File: src/rtl/lo_pkg.sv
package lo_pkg;

    typedef enum logic {
        ST_IDLE = 1'b0,
        ST_SEND = 1'b1
    } lo_state_e;

endpackage

File: src/rtl/lo_linebuf.sv
module lo_linebuf #(
    parameter int DATA_W = 8,
    parameter int DEPTH  = 80,
    parameter int AW     = $clog2(DEPTH)
) (
    input  logic              clk,
    input  logic              we,
    input  logic [AW-1:0]     waddr,
    input  logic [DATA_W-1:0] wdata,
    input  logic [AW-1:0]     raddr,
    output logic [DATA_W-1:0] rdata
);

    localparam logic [AW:0] LIMIT = (AW+1)'(DEPTH);

    logic [DATA_W-1:0] cells [DEPTH];
    logic              waddr_ok;
    logic              raddr_ok;

    assign waddr_ok = {1'b0, waddr} < LIMIT;
    assign raddr_ok = {1'b0, raddr} < LIMIT;

    always_ff @(posedge clk) begin
        if (we && waddr_ok) begin
            cells[waddr] <= wdata;
        end
    end

    assign rdata = raddr_ok ? cells[raddr] : '0;

endmodule

File: src/rtl/lo_pacer.sv
module lo_pacer #(
    parameter int DIV_W = 8
) (
    input  logic             clk,
    input  logic             rst_n,
    input  logic             arm,
    input  logic             fire,
    input  logic [DIV_W-1:0] gap_cycles,
    output logic             open
);

    logic [DIV_W-1:0] gap_d, gap_q;

    always_comb begin
        gap_d = gap_q;
        if (arm) begin
            gap_d = '0;
        end else if (fire) begin
            gap_d = gap_cycles;
        end else if (gap_q != '0) begin
            gap_d = gap_q - DIV_W'(1);
        end
    end

    always_ff @(posedge clk or negedge rst_n) begin
        if (!rst_n) begin
            gap_q <= '0;
        end else begin
            gap_q <= gap_d;
        end
    end

    assign open = (gap_q == '0);

endmodule

File: src/rtl/line_out_ctrl.sv
module line_out_ctrl #(
    parameter int DATA_W = 8,
    parameter int DEPTH  = 80,
    parameter int DIV_W  = 8,
    parameter int AW     = $clog2(DEPTH),
    parameter int LEN_W  = $clog2(DEPTH + 1)
) (
    input  logic              clk,
    input  logic              rst_n,
    input  logic              wr_en,
    input  logic [AW-1:0]     wr_addr,
    input  logic [DATA_W-1:0] wr_data,
    input  logic              start,
    input  logic [LEN_W-1:0]  len_in,
    input  logic [DIV_W-1:0]  div_in,
    output logic              busy,
    output logic              irq,
    input  logic              irq_ack,
    output logic [DATA_W-1:0] dev_data,
    output logic              dev_valid,
    input  logic              dev_ready
);

    import lo_pkg::*;

    localparam logic [LEN_W-1:0] LEN_MAX = LEN_W'(DEPTH);

    typedef struct packed {
        lo_state_e        state;
        logic             irq;
        logic [AW-1:0]    idx;
        logic [AW-1:0]    last;
        logic [DIV_W-1:0] div;
    } ctl_t;

    ctl_t ctl_d, ctl_q;

    logic             idle;
    logic             fire;
    logic             gap_open;
    logic [LEN_W-1:0] len_eff;
    logic [DIV_W-1:0] div_cfg;

    assign idle      = (ctl_q.state == ST_IDLE);
    assign dev_valid = (ctl_q.state == ST_SEND) && gap_open;
    assign fire      = dev_valid && dev_ready;
    assign len_eff   = (len_in > LEN_MAX) ? LEN_MAX : len_in;
    assign div_cfg   = ctl_q.div;

    always_comb begin
        ctl_d     = ctl_q;
        ctl_d.irq = ctl_q.irq && !irq_ack;
        unique case (ctl_q.state)
            ST_IDLE: begin
                if (start) begin
                    if (len_eff == '0) begin
                        ctl_d.irq = 1'b1;
                    end else begin
                        ctl_d.state = ST_SEND;
                        ctl_d.idx   = '0;
                        ctl_d.last  = AW'(len_eff - LEN_W'(1));
                        ctl_d.div   = div_in;
                    end
                end
            end
            ST_SEND: begin
                if (fire) begin
                    if (ctl_q.idx == ctl_q.last) begin
                        ctl_d.state = ST_IDLE;
                        ctl_d.irq   = 1'b1;
                    end else begin
                        ctl_d.idx = ctl_q.idx + AW'(1);
                    end
                end
            end
            default: ctl_d.state = ST_IDLE;
        endcase
    end

    always_ff @(posedge clk or negedge rst_n) begin
        if (!rst_n) begin
            ctl_q <= '{state: ST_IDLE, irq: 1'b0, idx: '0, last: '0, div: '0};
        end else begin
            ctl_q <= ctl_d;
        end
    end

    lo_linebuf #(
        .DATA_W(DATA_W),
        .DEPTH (DEPTH),
        .AW    (AW)
    ) buf_i (
        .clk  (clk),
        .we   (wr_en && idle),
        .waddr(wr_addr),
        .wdata(wr_data),
        .raddr(ctl_q.idx),
        .rdata(dev_data)
    );

    lo_pacer #(
        .DIV_W(DIV_W)
    ) pace_i (
        .clk       (clk),
        .rst_n     (rst_n),
        .arm       (start && idle),
        .fire      (fire),
        .gap_cycles(ctl_q.div),
        .open      (gap_open)
    );

    assign busy = !idle;
    assign irq  = ctl_q.irq;

endmodule

File: config.mk
export PLATFORM = sky130hd
export DESIGN_NAME = line_out_ctrl
export DESIGN_NICKNAME = d
export VERILOG_FILES = /design/src/rtl/lo_pkg.sv /design/src/rtl/lo_linebuf.sv /design/src/rtl/lo_pacer.sv /design/src/rtl/line_out_ctrl.sv
export SDC_FILE = /design/constraint.sdc
export NUM_CORES = 1
export LEC_CHECK = 0
export ABC_AREA = 0
export CAP_MARGIN = 20
export CORE_MARGIN = 1
export CORE_UTILIZATION = 44
export CTS_BUF_LIST = sky130_fd_sc_hd__clkbuf_2 sky130_fd_sc_hd__clkbuf_4 sky130_fd_sc_hd__clkbuf_8
export CTS_CLUSTER_DIAMETER = 120
export DETAILED_ROUTE_END_ITERATION = 10
export PLACE_DENSITY = 0.61
export RECOVER_POWER = 50
export SYNTH_ARGS = -nofsm -noshare
export SYNTH_HDL_FRONTEND = slang
export SYNTH_HIERARCHICAL = 1
export SYNTH_SLANG_ARGS = --single-unit
File: constraint.sdc
create_clock -name clk -period 3.9 [get_ports clk]
set_input_delay 0.39 -clock clk [delete_from_list [all_inputs] [get_ports clk]]
set_output_delay 0.39 -clock clk [all_outputs]
set_load 0.01 [all_outputs]
* Yosys cells after proc, flatten, opt, wreduce, memory -nomap -nowiden
Memories as Yosys holds them, arrays and structs flattened.
Cells that the tools add are included.
** Storage, ports and cells
- Register bits :: 32
- Memory bits (writable) :: 640
- Input bits :: 36
- Output and inout port bits :: 11
- Memories :: 1
** Operators by class
- $add $sub $neg :: 3
- $lt $le $gt $ge :: 3
- Eq/ne operators :: 5
- Mux-type cells :: 15
- Bitwise logic cells :: 2
- Reduce and logical (&&, ||, !) cells :: 13
** Memories
- buf_i.cells :: depth 80, bits a word 8, read ports 1, clocked after memory_dff 0, wr ports 1, line lo_linebuf.sv:16 : logic [DATA_W-1:0] cells [DEPTH];
** Operator list (number)
- $mux 8 :: 4
- $mux 24 :: 1
- $mux 22 :: 1
- $pmux 9 s2 :: 1
- $lt 7x7->1 const B :: 2
- $mux 7 :: 2
- $mux 9 :: 1
- $logic_not 8->1 :: 1
- $reduce_bool 8->1 :: 1
- $sub 8x1->8 const B :: 1
- $add 7x1->7 const B :: 1
- $eq 7x7->1 :: 1
- $gt 7x7->1 const B :: 1
- $logic_not 7->1 :: 1
- $sub 7x1->7 const B :: 1
- $logic_and 1x1->1 :: 6
- $ne 2x2->1 const B :: 3
- $mux 1 :: 4
- $reduce_and 4->1 :: 1
- $reduce_and 3->1 :: 1
- $reduce_bool 3->1 :: 1
- $mux 2 :: 1
- $ne 2x1->1 const B :: 1
- $not 1->1 :: 2
- $logic_not 1->1 :: 1

* Logic depth before layout (Yosys ltp)
- Word-level depth :: 6
- Depth in mapped cells :: 13

* Modules after synthesis
Netlist, hierarchy kept.
** By module, submodules not included
- lo_linebuf :: times used 1, cells an instance 1164, area an instance 24902.6 um^2, seq. area each 19218.4 um^2
- line_out_ctrl :: times used 1, cells an instance 141, area an instance 1265.0 um^2, seq. area each 600.6 um^2
- lo_pacer :: times used 1, cells an instance 53, area an instance 509.2 um^2, seq. area each 200.2 um^2

* Worst setup path before layout
Ideal clock, no wire load.
- Path type :: flip-flop to output port
- Start :: register ctl_q[15] (netlist bit)
- End :: output port dev_data[0]
- Arrival :: 2350 ps
- Data required time :: 3510 ps
- Path slack :: 1160 ps
- Cell stages (with the launch flop) :: 9
- Path buffers :: 3
- Cell sequence :: dfrtp_1 -> buf_6 -> buf_6 -> buf_2 -> mux4_2 -> a22oi_1 -> nand2_1 -> a2111oi_0 -> a22oi_1
** On the way
- Cells in the longest elaborated chain, start to end :: 2
- Elaborated cells between the ends (all ways) :: 3
** Ends and longest elaborated chain
- from (decl) :: line line_out_ctrl.sv:36 : ctl_t ctl_d, ctl_q;
- from (signal assigned) :: line line_out_ctrl.sv:82 : ctl_q <= '{state: ST_IDLE, irq: 1'b0, idx: '0, last: '0, div: '0};
- from (signal assigned) :: line line_out_ctrl.sv:84 : ctl_q <= ctl_d;
- $mem_v2 80x8 or $lt 7x7->1 (tied branches)
- $mux 8 (*) :: line lo_linebuf.sv:29 : assign rdata = raddr_ok ? cells[raddr] : '0;
- to (decl) :: line line_out_ctrl.sv:19 : output logic [DATA_W-1:0] dev_data,
Mark *: on every way between the ends. The rest lies on a longest branch, timed or not.

* Final worst setup path
- Start :: register ctl_q[15] (netlist bit)
- End :: output port dev_data[2]
Same word-level chain as after synthesis.

==> key figures <==
Min path
  – HP Class: in2async

Floorplan
  – Row count: 89
  – Die height: roughly 250 um
  – Die area: slightly above 60000 um^2
  – Core Box Area: 59500 um^2
  – # IOs: between 40 and 50
  – Initial core utilization: 0.449
  – Die W: between 200 and 250 um

Clock network
  – Root Buffer: clkbuf_8
  – Htree depth: 3
  – Worst-Skew Late Latency: roughly 700 ps
  – Number of clock sinks: 672
  – CTS clock-pin slew for the worst setup and hold paths: roughly 60 ps
  – Num CTS Buffers: between 100 and 150
  – TritonCTS clock tree: done
  – CTS max path bufs: 3
  – CTS Hold Bufs: 0

Worst setup path
  – Max incr delay on CP: around 530 ps
  – Crit-path slowest cell: dfrtp_4
  – CP required: roughly 3500 ps
  – CP Max Fanout: 11
  – Crit Path Class: reg2out
  – Reg2Reg Capture Point: buf_i/cells[22][7]$_DFFE_PP_
  – Worst reg2reg path depth: 6
  – Type of origin of the critical path: flop
  – Crit path cell chain: buf_6 > bufbuf_16 > mux4_2 > a22oi_1 > a21oi_2 > a2111oi_2 > buf_4 > a22oi_2 > buf_2
  – Worst EP arrival: approximately 3400 ps
  – Worst Setup End Kind: output port
  – Worst r2r src: busy$_DFF_PN0_
  – Flop2flop setup slack: a little over 900 ps

STA
  – Slew Viols, Final: about 390
  – Final worst slack: ~89 ps
  – Total Neg Setup Slack: 0 ps
  – Worst Skew: roughly 25 ps
  – Period utilization: 0.977
  – Fmax: 0.262 GHz
  – Slew margin rel.: -0.644
  – Fin crit period: between 3000 and 4000 ps
  – Final Hold Vio Count: 0
  – Actual slew at the worst max-slew pin: between 2000 and 2500 ps
  – Final setup fails: 0

Power
  – Switching share of total power: 0.255
  – Leakage power: between 9 and 10 nW
  – Clk pwr share: 0.338
  – Internal power: 13.0 mW
  – Pwr Total: 17.4 mW
  – PD cells: 556 nW/um^2
  – Net Switching: roughly 4.5 mW
  – Part of the power in registers: 0.467
  – Maximum vdd drop: approximately 0.26 mV
  – Comb power frac: 0.195

GRT
  – First-pass GRT wire length: about 95000 um
  – Initial antenna violation count: 2
  – Number of global-route vias before repair: between 10000 and 15000
  – Overflow left after global routing: 0
  – Pin count of the biggest net entering global routing: 62
  – Total GRT Usage: 0.215

Logic synthesis
  – Ys flop type: edfxtp_1
  – Netlist Area Pre-Place: about 27000 um^2
  – EDFF count, synth: 640
  – Cells after Synth: between 1000 and 1500
  – Number of distinct library cells after synthesis: 49
  – Synth warn: 6
  – Register area share after synthesis: 0.750
  – Synthesized flop and latch total: roughly 670
  – Post-synth ARST share: 0.0476
  – Synth Net Count: between 1000 and 1500
  – Mean post-synth cell area: approximately 20 um^2

Layout
  – Layout area overhead: 17.6%
  – Final core utilization: 0.528
  – Layout cells sized above 1: 0.318
  – Fillers: between 4000 and 5000
  – Final Non-Filler Cells: 2473
  – Area of the multi-input gates: 6410 um^2
  – Final Net Count: ~1700
  – Register area: roughly 20000 um^2
  – Commonest non-fill, non-tap cells in the layout: edfxtp_1 (640), mux4_2 (152), buf_4 (121)
  – Most common cell after layout, fill and taps aside: edfxtp_1

Place
  – Post-placement cell count: between 2000 and 2500
  – Gp weighted congestion: 0.886
  – Port bufs: between 40 and 50
  – Post-place setup slack: ~180 ps
  – Hpwl dp: roughly 40000 um

Route
  – Initial DRC count: approximately 1100
  – WL final: between 60000 and 70000 um
  – Drt drc: 0
  – Final ANT Viol Nets: 0
  – Vias post-DR: around 14000
  – Routed WL per cell: 26.1 um
  – Drt first pass iters: 5
  – Via density: between 5 and 6

Flow run
  – Max-cap viol count: 10

Run status
  – Status: finished, violations left
  – Failing checks: max-capacitance violations, max-slew violations
[stage by stage]
stage	cell area (um^2)	hold WS, ps
final	31400	113
after global routing	31400	106
after CTS	31300	189
after detailed placement	28900	463
after global placement	28900	466
after floorplan	26700	94.4
[power by group through the flow]
| stage | registers, mW | clock network (mW) | logic [mW] |
|---|---|---|---|
| 2_1_floorplan | 8.23 | 0 | 2.06 |
| 3_3_place_gp | 8.33 | 0 | 2.90 |
| 3_5_place_dp | 8.33 | 0 | 2.93 |
| 4_1_cts | 8.13 | 5.98 | 3.33 |
| 5_1_grt | 8.15 | 6.30 | 3.62 |
| 6_report | 8.14 | 5.90 | 3.39 |
[state kept, by name, indices dropped and copies added, names as in the netlist]
| register | count |
|---|---|
| buf_i/cells | 640 |
| busy | 1 |
| ctl_q | 14 |
| div_cfg | 8 |
| irq | 1 |
| pace_i/gap_q | 8 |
[worst max-delay path, delay by kind of cell, from the launching register on]
kind	cells	cell delay, ps
buffers and inverters	4	910
AOI/OAI and AO/OA	4	740
DFF	1	530
muxes	1	530
[synthesized netlist by cell type (2+ instances only)]
cell type,n,area (um^2)
clkbuf_1,30,113
or4_4,2,22.5
o31ai_1,2,15.0
mux2i_1,27,270
ha_1,4,50.1
buf_4,7,52.6
edfxtp_1,640,19200
xor2_1,5,43.8
a21o_1,5,37.5
o21ai_0,18,90.1
mux4_2,152,3420
nor2b_1,12,75.1
a21oi_1,10,50.1
nor3_1,15,75.1
buf_1,6,22.5
buf_6,7,78.8
buf_2,14,70.1
xnor2_1,12,105
nand3b_1,5,37.5
a31oi_1,3,18.8
o22ai_1,16,100
a22o_1,8,70.1
dfrtp_1,32,801
mux2_2,37,417
nand4_1,9,56.3
nand3_1,14,70.1
a2111oi_0,8,70.1
a211oi_1,4,30.0
nor3b_1,5,37.5
a22oi_1,24,180
nor4_1,2,12.5
nand2_1,74,278
nor2_1,112,420
nand2b_1,13,81.3
inv_1,8,30.0
and2_1,3,18.8
[layer usage]
| metal | global-route usage | vias to the layer above | part of all wire |
|---|---|---|---|
| li1 | - | 6064 | - |
| met2 | 0.338 | 531 | 0.47 |
| met1 | 0.305 | 7203 | 0.43 |
| met4 | 0.0689 | 2 | 0.029 |
| met3 | 0.0408 | 114 | 0.066 |
| met5 | 0 | - | 0.00020 |
[cell families after synthesis]
family / Yosys count / share of synthesized area
simple gates: 270 / 0.0460
mux: 216 / 0.154
fa+ha+maj: 4 / 0.00188
buf+inv: 73 / 0.0139
flops: 672 / 0.750
xor+xnor: 17 / 0.00558
compound gates: 106 / 0.0281
[worst max path at each step]
stage	startpoint	end	slack, ps
6_report	ctl_q[15]$_DFFE_PN0P_	dev_data[2]	90
5_1_grt	ctl_q[15]$_DFFE_PN0P_	dev_data[2]	-30
4_1_cts	ctl_q[15]$_DFFE_PN0P_	dev_data[2]	-2
3_5_place_dp	ctl_q[15]$_DFFE_PN0P_	dev_data[1]	180
3_3_place_gp	ctl_q[15]$_DFFE_PN0P_	dev_data[7]	220
2_1_floorplan	ctl_q[15]$_DFFE_PN0P_	dev_data[0]	1160
[cell type report]
type                            count  area share
Clock inverter                     52     0.00885
Antenna cell                        1   0.0000798
Clock buffer                      149      0.0580
Inverter                            8    0.000957
Tap cell                          773      0.0308
Timing Repair Buffer              205      0.0583
Multi-Input combinational cell    613       0.204
Sequential cell                   672       0.639
[what timing repair did]
| action | in CTS | in global routing |
|---|---|---|
| buffers inserted | 10 | 2 |
| resized for setup | 52 | 20 |
| gates cloned | 3 | 2 |
| setup endpoints to repair | 8 | 8 |
| pin swaps | 4 | 2 |
| endpoints found under the hold margin | 0 | 0 |
(Power assumes the default switching activity.)
